## config.mk

```make
export PLATFORM = sky130hd
export DESIGN_NAME = tft_gate_src_timing
export DESIGN_NICKNAME = d
export VERILOG_FILES = /design/src/rtl/tft_tg_pkg.sv /design/src/rtl/tft_tg_sync.sv /design/src/rtl/tft_tg_line.sv /design/src/rtl/tft_tg_frame.sv /design/src/rtl/tft_gate_src_timing.sv
export SDC_FILE = /design/constraint.sdc
export NUM_CORES = 1
export LEC_CHECK = 0
export ABC_AREA = 1
export BUFFER_PORTS_ARGS = -buffer_cell sky130_fd_sc_hd__buf_2
export CORE_MARGIN = 5
export CORE_UTILIZATION = 45
export CTS_BUF_LIST = sky130_fd_sc_hd__clkbuf_16
export DETAILED_ROUTE_END_ITERATION = 8
export GPL_ROUTABILITY_DRIVEN = 0
export PLACE_DENSITY = 0.73
export SLEW_MARGIN = 20
export SYNTH_ARGS = -nofsm -noshare
export SYNTH_HDL_FRONTEND = slang
export SYNTH_SLANG_ARGS = --single-unit
```

## constraint.sdc

```tcl
create_clock -name clk -period 2.3 [get_ports clk]
set_input_delay 0.46 -clock clk [delete_from_list [all_inputs] [get_ports clk]]
set_output_delay 0.46 -clock clk [all_outputs]
set_load 0.01 [all_outputs]
```

## src/rtl/tft_tg_pkg.sv

```systemverilog
// Shared types and helpers for the TFT gate/source timing generator.
package tft_tg_pkg;

    // Per-tick events decoded from the video timing inputs.
    typedef struct packed {
        logic line_end;     // counted end of an active line
        logic frame_start;  // vertical sync rising edge
    } tg_evt_t;

    function automatic int tg_max(input int a, input int b);
        return (a > b) ? a : b;
    endfunction

    function automatic logic tg_in(input int v, input int lo, input int hi);
        return (v >= lo) && (v <= hi);
    endfunction

endpackage

```

## src/rtl/tft_tg_sync.sv

```systemverilog
// Samples de/hsync/vsync on output-clock ticks and decodes line-end and
// frame-start events. Holds the blanking flag from reset to the first
// vertical sync rise. Assumes sync inputs are active high and already
// synchronous to clk.
module tft_tg_sync
    import tft_tg_pkg::*;
(
    input  logic    clk,
    input  logic    rst_n,
    input  logic    clk_en,
    input  logic    de,
    input  logic    hsync,
    input  logic    vsync,
    output tg_evt_t evt,
    output logic    blank
);

    logic de_q, hs_q, vs_q, armed;
    logic de_fall, hs_rise, vs_rise;

    assign de_fall = de_q & ~de;
    assign hs_rise = ~hs_q & hsync;
    assign vs_rise = ~vs_q & vsync;

    assign evt.line_end    = clk_en & de_fall & armed & ~blank;
    assign evt.frame_start = clk_en & vs_rise;

    // Input history, line arming and blanking state, advanced on ticks only.
    always_ff @(posedge clk) begin
        if (!rst_n) begin
            de_q  <= 1'b0;
            hs_q  <= 1'b0;
            vs_q  <= 1'b0;
            armed <= 1'b0;
            blank <= 1'b1;
        end else if (clk_en) begin
            de_q <= de;
            hs_q <= hsync;
            vs_q <= vsync;
            if (vs_rise)
                blank <= 1'b0;
            if (hs_rise)
                armed <= 1'b1;
            else if (evt.line_end)
                armed <= 1'b0;
        end
    end

    // Blanking persists until a frame start.
    p_blank_hold_r2: assert property (@(posedge clk) disable iff (!rst_n)
        (blank && !evt.frame_start) |=> blank);

    // Once released, blanking never returns without reset.
    p_blank_gone_r2: assert property (@(posedge clk) disable iff (!rst_n)
        !blank |=> !blank);

endmodule

```

## src/rtl/tft_tg_line.sv

```systemverilog
// Line-end sequencer: one counter started by each counted line end drives
// the column latch, column output enable, gate clock and gate output-enable
// guard windows. Assumes GCK_DLY >= 1 and a line longer than the sequence
// for non-restarting operation.
module tft_tg_line
    import tft_tg_pkg::*;
#(
    parameter int LAT_LEN = 2,
    parameter int COE_LEN = 4,
    parameter int GCK_DLY = 2,
    parameter int GCK_LEN = 8,
    parameter int GUARD   = 4
) (
    input  logic clk,
    input  logic rst_n,
    input  logic clk_en,
    input  logic line_end,
    input  logic blank,
    output logic col_latch,
    output logic col_oe,
    output logic gate_clk,
    output logic goe_ok,
    output logic gck_fall_nxt
);

    localparam int GCK_FALL = GCK_DLY + GCK_LEN;
    localparam int END_I    = tg_max(LAT_LEN + COE_LEN, GCK_FALL + GUARD - 2);
    localparam int CW       = $clog2(END_I + 1);
    localparam logic [CW-1:0] LC_END = CW'(END_I);

    logic [CW-1:0] lc, lc_nxt;
    int lc_i, lcn_i;

    assign lc_i  = int'(lc);
    assign lcn_i = int'(lc_nxt);

    // Next count: restart on a line end, else run to the end and park at 0.
    always_comb begin
        lc_nxt = lc;
        if (line_end)
            lc_nxt = CW'(1);
        else if (lc != '0)
            lc_nxt = (lc == LC_END) ? '0 : lc + 1'b1;
    end

    // Sequence counter, advanced on ticks only.
    always_ff @(posedge clk) begin
        if (!rst_n)
            lc <= '0;
        else if (clk_en)
            lc <= lc_nxt;
    end

    // Strobe windows decoded from the counter.
    always_comb begin
        col_latch    = tg_in(lc_i, 1, LAT_LEN);
        col_oe       = tg_in(lc_i, LAT_LEN + 1, LAT_LEN + COE_LEN);
        gate_clk     = tg_in(lc_i, GCK_DLY, GCK_FALL - 1);
        goe_ok       = ~blank
                     & ~tg_in(lc_i, GCK_DLY - 1, GCK_DLY + GUARD - 2)
                     & ~tg_in(lc_i, GCK_FALL - 1, GCK_FALL + GUARD - 2);
        gck_fall_nxt = clk_en & gate_clk & ~tg_in(lcn_i, GCK_DLY, GCK_FALL - 1);
    end

    // Column output enable starts as the latch strobe ends.
    p_coe_after_latch_r5: assert property (@(posedge clk) disable iff (!rst_n)
        $fell(col_latch) |-> $rose(col_oe));

    // Gate output enables are low across both gate clock edges.
    p_goe_guard_r7: assert property (@(posedge clk) disable iff (!rst_n)
        ($rose(gate_clk) || $fell(gate_clk)) |-> !goe_ok);

    // A line end always restarts at the latch phase.
    p_restart_r12: assert property (@(posedge clk) disable iff (!rst_n)
        line_end |=> (col_latch && !col_oe && !gate_clk));

endmodule

```

## src/rtl/tft_tg_frame.sv

```systemverilog
// Frame-level state: the gate start pulse and the line-inversion polarity.
// Polarity is forced to 0 while blanked and flips on counted line ends and,
// optionally, on frame starts. Assumes events are already qualified by the
// tick enable.
module tft_tg_frame
    import tft_tg_pkg::*;
(
    input  logic    clk,
    input  logic    rst_n,
    input  logic    clk_en,
    input  tg_evt_t evt,
    input  logic    blank,
    input  logic    frame_inv_en,
    input  logic    gck_fall_nxt,
    output logic    gate_start,
    output logic    inv_pol
);

    // Gate start: set at frame start, cleared with the next gate clock fall.
    always_ff @(posedge clk) begin
        if (!rst_n)
            gate_start <= 1'b0;
        else if (clk_en) begin
            if (evt.frame_start)
                gate_start <= 1'b1;
            else if (gck_fall_nxt)
                gate_start <= 1'b0;
        end
    end

    // Inversion polarity: reset while blanked, flip on line end or frame start.
    always_ff @(posedge clk) begin
        if (!rst_n)
            inv_pol <= 1'b0;
        else if (clk_en) begin
            if (blank)
                inv_pol <= 1'b0;
            else
                inv_pol <= inv_pol ^ evt.line_end ^ (evt.frame_start & frame_inv_en);
        end
    end

    // A frame start always raises the gate start pulse.
    p_start_set_r3: assert property (@(posedge clk) disable iff (!rst_n)
        evt.frame_start |=> gate_start);

    // A lone counted line end flips the polarity.
    p_inv_line_r8: assert property (@(posedge clk) disable iff (!rst_n)
        (!blank && evt.line_end && !(evt.frame_start && frame_inv_en))
        |=> (inv_pol != $past(inv_pol)));

endmodule

```

## src/rtl/tft_gate_src_timing.sv

```systemverilog
// Top of the TFT gate/source timing generator. Connects the input decoder,
// the line-end sequencer and the frame state, and fans the gate output
// enable out to OE_BANKS banks. Assumes clk_en marks output-clock ticks.
module tft_gate_src_timing
    import tft_tg_pkg::*;
#(
    parameter int LAT_LEN  = 2,
    parameter int COE_LEN  = 4,
    parameter int GCK_DLY  = 2,
    parameter int GCK_LEN  = 8,
    parameter int GUARD    = 4,
    parameter int OE_BANKS = 2
) (
    input  logic                clk,
    input  logic                rst_n,
    input  logic                clk_en,
    input  logic                de,
    input  logic                hsync,
    input  logic                vsync,
    input  logic                frame_inv_en,
    output logic                gate_start,
    output logic                gate_clk,
    output logic                col_latch,
    output logic                col_oe,
    output logic [OE_BANKS-1:0] gate_oe,
    output logic                inv_p,
    output logic                inv_n
);

    tg_evt_t evt;
    logic    blank, goe_ok, gck_fall_nxt, inv_pol;

    tft_tg_sync u_sync (
        .clk    (clk),
        .rst_n  (rst_n),
        .clk_en (clk_en),
        .de     (de),
        .hsync  (hsync),
        .vsync  (vsync),
        .evt    (evt),
        .blank  (blank)
    );

    tft_tg_line #(
        .LAT_LEN (LAT_LEN),
        .COE_LEN (COE_LEN),
        .GCK_DLY (GCK_DLY),
        .GCK_LEN (GCK_LEN),
        .GUARD   (GUARD)
    ) u_line (
        .clk          (clk),
        .rst_n        (rst_n),
        .clk_en       (clk_en),
        .line_end     (evt.line_end),
        .blank        (blank),
        .col_latch    (col_latch),
        .col_oe       (col_oe),
        .gate_clk     (gate_clk),
        .goe_ok       (goe_ok),
        .gck_fall_nxt (gck_fall_nxt)
    );

    tft_tg_frame u_frame (
        .clk          (clk),
        .rst_n        (rst_n),
        .clk_en       (clk_en),
        .evt          (evt),
        .blank        (blank),
        .frame_inv_en (frame_inv_en),
        .gck_fall_nxt (gck_fall_nxt),
        .gate_start   (gate_start),
        .inv_pol      (inv_pol)
    );

    // One gate output enable per bank.
    for (genvar b = 0; b < OE_BANKS; b++) begin : g_oe
        assign gate_oe[b] = goe_ok;
    end

    assign inv_p = inv_pol;
    assign inv_n = ~inv_pol;

    // Gate start ends only together with a gate clock fall.
    p_start_clear_r3: assert property (@(posedge clk) disable iff (!rst_n)
        $fell(gate_start) |-> $fell(gate_clk));

    // Nothing moves across a stalled edge.
    p_hold_stall_r11: assert property (@(posedge clk) disable iff (!rst_n)
        !clk_en |=> $stable({gate_start, gate_clk, col_latch, col_oe, gate_oe, inv_p, inv_n}));

endmodule

```

==> flow_metrics.env, run 1 <==
export IMPL_io_pins=15
export IMPL_synth_common_cells="nand2_1, inv_1, a21oi_1, dfxtp_1, o21ai_0"
export IMPL_wl_um=1640
export IMPL_maxSlewViolCount=0
export IMPL_synth_nets=124
export IMPL_critPathKind="reg -> out"
export IMPL_slew_headroom_pct=71.7
export IMPL_arrival_ps=1710
export IMPL_multi_input_area_um2=465
export IMPL_die_width_um=51.7
export IMPL_cts_num_sinks=11
export IMPL_finalSetupTns_ps=0
export IMPL_synth_seq_area_share_pct=28.2
export IMPL_ys_flop_type="dfxtp_1"
export IMPL_crit_path_start_kind="register"
export IMPL_whs_ps=457
export IMPL_crit_required_ps=1840
export IMPL_rrSetupSlack_ps=660
export IMPL_port_buffers=14
export IMPL_yosys_area_top_type_share_pct=28.2
export IMPL_seq_area_um2=220
export IMPL_grt_pass1_wl_um=2900
export IMPL_cts_path_max_buffers=2
export IMPL_yosysMostFrequentCell="nand2_1"
export IMPL_diodes=0
export IMPL_antenna_found_initial=0
export IMPL_min_path_type="reg -> reg"
export IMPL_postCtsHoldBufs=0
export IMPL_synth_edf_count=0
export IMPL_yosys_top_cells_area="dfxtp_1, nand2_1, a21oi_1, inv_1, ha_1"
export IMPL_hold_path_startpoint="u_sync.hs_q"
export IMPL_grt_pass1_vias=705
export IMPL_end_kind="output port"
export IMPL_via_per_inst=5.31
export IMPL_overflow=0
export IMPL_crit_fanout=7
export IMPL_cap_violations=0
export IMPL_top_usage_layer="met2"
export IMPL_coreArea_um2=1690
export IMPL_drc=0
export IMPL_grt_max_degree=15
export IMPL_initial_core_util_pct=46.3
export IMPL_areaGrowthSynthToFinish_pct=18.4
export IMPL_finalHoldViolations=0
export IMPL_ys_seq_elements=11
export IMPL_avgSynthCellArea_um2=6.92
export IMPL_finalNetCount=139
export IMPL_antenna_left=0
export IMPL_leakage_nw=0.470
export IMPL_fin_crit_sh_pct=94.3
export IMPL_yosysWarnings=0
export IMPL_synth_async_reset_ratio_pct=0
export IMPL_peakVddDrop_mv=0.459
export IMPL_outcome="completed"
export IMPL_vias=765
export IMPL_cts_tree="done"
export IMPL_drive_gt1_share_pct=27.6
export IMPL_setup_viol=0
export IMPL_power_density_nw_per_um2=743
export IMPL_grt_use_met3_pct=2.58
export IMPL_max_freq_mhz=461
export IMPL_numCtsBuffers=3
export IMPL_min_period_ps=2170
export IMPL_cts_root_buf="clkbuf_16"
export IMPL_grtUsageMet1_pct=16.3
export IMPL_ys_types=27
export IMPL_track_usage_pct=14.3
export IMPL_hpwlAfterDp_um=1260
export IMPL_drt_iter0_drc=15
export IMPL_wl_per_cell_um=11.4
export IMPL_reg2reg_from="u_line.lc[0]"
export IMPL_finalClockSkew_ps=2.84
export IMPL_synth_cells=113
export IMPL_cts_htree_levels=1
export IMPL_dieArea_um2=2670
export IMPL_fill_cells=164
export IMPL_syn_cell_area_um2=782
export IMPL_clkLatencyLatePin_ps=240
export IMPL_synth_largest_area_cell="dfxtp_1"
export IMPL_critPathLaunch="u_line.lc[0]"
export IMPL_die_h_um=51.7
export IMPL_first_pass_iters=4
export IMPL_grtUsageMet2_pct=25.6
export IMPL_rsz0062_at_grt="no"
export IMPL_worst_pin_slew_ps=424
export IMPL_floorplan_rows=15
export IMPL_cts_resized=0
export IMPL_path_clk_slew_ps=40
export IMPL_post_cts_buffers=0
-- cells by family (layout without fill, tap and decap cells) --
group	Yosys count	count (layout)	share of synthesized area [%]
buf+inv	22	36	12.3
simple gates	48	48	33.1
compound gates	27	27	18.9
fa+ha+maj	4	4	6.40
flops	11	11	28.2
xor+xnor	1	1	1.12
-- final cells by class --
class	instances	share of cell area [%]
Inverter	18	7.57
Multi-Input combinational cell	80	50.3
Timing Repair Buffer	14	7.57
Clock buffer	3	8.11
Sequential cell	11	23.8
Tap cell	17	2.30
Clock inverter	1	0.405
-- final timing paths --
| check | end | depth (start not counted) |
|---|---|---|
| max | gate_oe[1] | 6 |
| min | u_sync.hs_q | 2 |
| max reg2reg | u_frame.gate_start | 11 |
| min reg2reg | u_sync.hs_q | 2 |
-- sequential cells by signal (all words and copies together) (netlist names) --
name                count
u_sync.hs_q             1
u_frame.inv_pol         1
u_sync.de_q             1
u_sync.blank            1
u_frame.gate_start      1
u_sync.vs_q             1
u_sync.armed            1
u_line.lc               4
-- stage by stage --
stage / total power [mW] / instances / area [µm²] / util, % / setup slack [ps]
finish: 0.688 / 144 / 926 / 54.8 / 131
CTS: 0.694 / 144 / 926 / 54.8 / 143
global placement: 0.376 / 140 / 847 / 50.1 / 484
global route: 0.728 / 144 / 926 / 54.8 / 35.1
detailed placement: 0.382 / 140 / 847 / 50.1 / 391
floorplan: 0.343 / 113 / 782 / - / 539
-- metal layers --
layer,vias up,share of wire [%]
met5,-,0
met4,0,1.3
met3,4,6.2
met2,26,50
met1,342,43
li1,393,-
-- power by group --
part / internal, mW / total [mW] / switching, mW
clock network: 0.228 / 0.310 / 0.0818
logic: 0.0579 / 0.153 / 0.0955
registers: 0.205 / 0.225 / 0.0200
-- cells in the final DEF, fill, tap and decap left out, drive strengths merged, types with 3 or more instances in the layout --
master | netlist | final
o21ai | 10 | 10
nand3 | 8 | 8
nand2 | 23 | 23
ha | 4 | 4
buf | 3 | 14
dfxtp | 11 | 11
inv | 18 | 19
nor2 | 14 | 14
clkbuf | 1 | 3
a21oi | 13 | 13
-- critical path, stage by stage (launching register included) --
cell	delay [ps]
dfxtp_1	450
inv_1	140
ha_1	290
o21ai_0	170
o21ai_0	100
a21oi_1	160
buf_2	160
(Power assumes the default switching activity.)
==> inputs of run 2 (changes only) <==
--- a/config.mk
+++ b/config.mk
@@ -7,12 +7,11 @@
 export LEC_CHECK = 0
 export ABC_AREA = 1
 export BUFFER_PORTS_ARGS = -buffer_cell sky130_fd_sc_hd__buf_2
-export CORE_MARGIN = 5
 export CORE_UTILIZATION = 45
 export CTS_BUF_LIST = sky130_fd_sc_hd__clkbuf_16
 export DETAILED_ROUTE_END_ITERATION = 8
 export GPL_ROUTABILITY_DRIVEN = 0
-export PLACE_DENSITY = 0.73
+export PLACE_DENSITY = 0.67
 export SLEW_MARGIN = 20
 export SYNTH_ARGS = -nofsm -noshare
 export SYNTH_HDL_FRONTEND = slang
==> constraint.sdc (replaced) <==
create_clock -name clk -period 2 [get_ports clk]
set_input_delay 0.4 -clock clk [delete_from_list [all_inputs] [get_ports clk]]
set_output_delay 0.4 -clock clk [all_outputs]
set_load 0.01 [all_outputs]
==> flow_metrics.env, run 2 (synthesized netlist as in run 1, its figures left out) <==
export IMPL_antenna_found_initial=0
export IMPL_cts_tree="done"
export IMPL_finalSetupTns_ps=0
export IMPL_antenna_left=0
export IMPL_die_width_um=43.7
export IMPL_drt_iter0_drc=12
export IMPL_critPathKind="reg -> out"
export IMPL_min_path_type="in -> reg"
export IMPL_cts_num_sinks=11
export IMPL_fin_crit_sh_pct=93.4
export IMPL_crit_fanout=8
export IMPL_finalNetCount=140
export IMPL_hold_path_cell_count=2
export IMPL_reg2reg_from="u_line.lc[0]"
export IMPL_coreArea_um2=1560
export IMPL_crit_path_start_kind="register"
export IMPL_rrSetupSlack_ps=510
export IMPL_cp_cell_sequence="inv_2 -> ha_2 -> nand2_4 -> nor2_1 -> o21ai_0 -> a21oi_1 -> buf_2"
export IMPL_wl_per_cell_um=11.1
export IMPL_clkLatencyLatePin_ps=240
export IMPL_overflow=0
export IMPL_finalHoldViolations=0
export IMPL_crit_path_max_incr_delay_ps=370
export IMPL_worst_pin_slew_ps=418
export IMPL_max_freq_mhz=536
export IMPL_hpwlAfterDp_um=1200
export IMPL_die_h_um=43.7
export IMPL_total_power_mw=0.800
export IMPL_end_kind="output port"
export IMPL_numCtsBuffers=3
export IMPL_finalClockSkew_ps=1.95
export IMPL_power_density_nw_per_um2=852
export IMPL_port_buffers=14
export IMPL_floorplan_rows=14
export IMPL_initial_core_util_pct=50.2
export IMPL_cp_slowest_cell="dfxtp_4"
export IMPL_cap_violations=0
export IMPL_dieArea_um2=1910
export IMPL_areaGrowthSynthToFinish_pct=20.0
export IMPL_fin_util_pct=60.2
export IMPL_rsz0062_at_grt="no"
export IMPL_leakage_nw=0.475
export IMPL_path_clk_slew_ps=40
export IMPL_first_pass_iters=5
export IMPL_crit_required_ps=1600
export IMPL_hold_path_startpoint="rst_n"
export IMPL_min_period_ps=1870
export IMPL_regMostFlops="u_line.lc"
export IMPL_vias=762
export IMPL_diodes=0
export IMPL_min_to="u_sync.blank"
export IMPL_arrival_ps=1470
export IMPL_peakVddDrop_mv=0.546
export IMPL_track_usage_pct=19.2
export IMPL_slew_headroom_pct=72.1
export IMPL_io_pins=15
export IMPL_cts_htree_levels=1
export IMPL_grt_pass1_wl_um=2710
export IMPL_layout_commonest_cell="nand2_1"
export IMPL_outcome="completed"
export IMPL_place_area_um2=853
export IMPL_final_cell_mix="nand2_1, inv_1, buf_2"
export IMPL_worstReg2RegEnd="u_frame.gate_start"
export IMPL_via_per_inst=5.29
export IMPL_drc=0
export IMPL_cts_path_max_buffers=2
export IMPL_grt_pass1_vias=677
export IMPL_setup_viol=0
export IMPL_reg2reg_depth=12
export IMPL_post_cts_buffers=0
export IMPL_drive_gt1_share_pct=29.7
export IMPL_grt_max_degree=15
export IMPL_final_cell_area_um2=938
export IMPL_largest_reg_flops=4
export IMPL_cts_root_buf="clkbuf_16"
export IMPL_wl_um=1600
export IMPL_maxSlewViolCount=0
[run 2: what timing repair did]
item	CTS	global route
resized for setup	1	2
endpoints found under the setup margin	2	2
hold buffers	0	0
gates cloned	0	0
[run 2: cell type report]
cell class | instances | area, µm²
multi-input cells | 80 | 468
flip-flops and latches | 11 | 224
fillers | 148 | 621
clock inverters | 1 | 3.75
well taps | 16 | 20.0
repair buffers | 15 | 77.6
inverters | 18 | 70.1
clock buffers | 3 | 75.1
[run 2: worst max path at each step]
stage                             from         end  cells after the start
after floorplan           u_line.lc[0]  gate_oe[0]                      6
after global placement    u_line.lc[1]  gate_oe[1]                      6
after detailed placement  u_line.lc[1]  gate_oe[0]                      6
after CTS                 u_line.lc[1]  gate_oe[0]                      6
after global routing      u_line.lc[1]  gate_oe[1]                      7
final                     u_line.lc[1]  gate_oe[0]                      7
[run 2: power breakdown]
group | internal, mW | switching, mW | total, mW | leakage, nW
Clock | 0.262 | 0.0971 | 0.359 | 0.0423
Sequential | 0.236 | 0.0183 | 0.255 | 0.0914
Combinational | 0.0704 | 0.115 | 0.186 | 0.342
Total | 0.569 | 0.231 | 0.800 | 0.475
[run 2: per-stage QoR]
| step | instances | hold slack [ps] | worst slack (ps) |
|---|---|---|---|
| after global placement | 140 | 444 | 288 |
| after floorplan | 113 | 435 | 299 |
| after global routing | 144 | 445 | 35.5 |
| after CTS | 144 | 427 | 64.7 |
| after detailed placement | 140 | 454 | 221 |
| final | 144 | 426 | 133 |
[run 2: metal layers]
metal	GRT usage (%)	routed length, µm	up-vias	share of wire, %
met3	4.58	90	5	5.6
met4	8.75	27	0	1.7
met1	22.4	712	339	45
li1	-	-	394	-
met2	33.1	768	24	48
met5	0	0	-	0
[run 2: critical path, delay by kind of cell, from the launching register on]
kind / cells / cell delay [ps]
compound gates: 2 / 220
fa+ha+maj: 1 / 230
buf+inv: 2 / 240
flops: 1 / 370
simple gates: 2 / 170
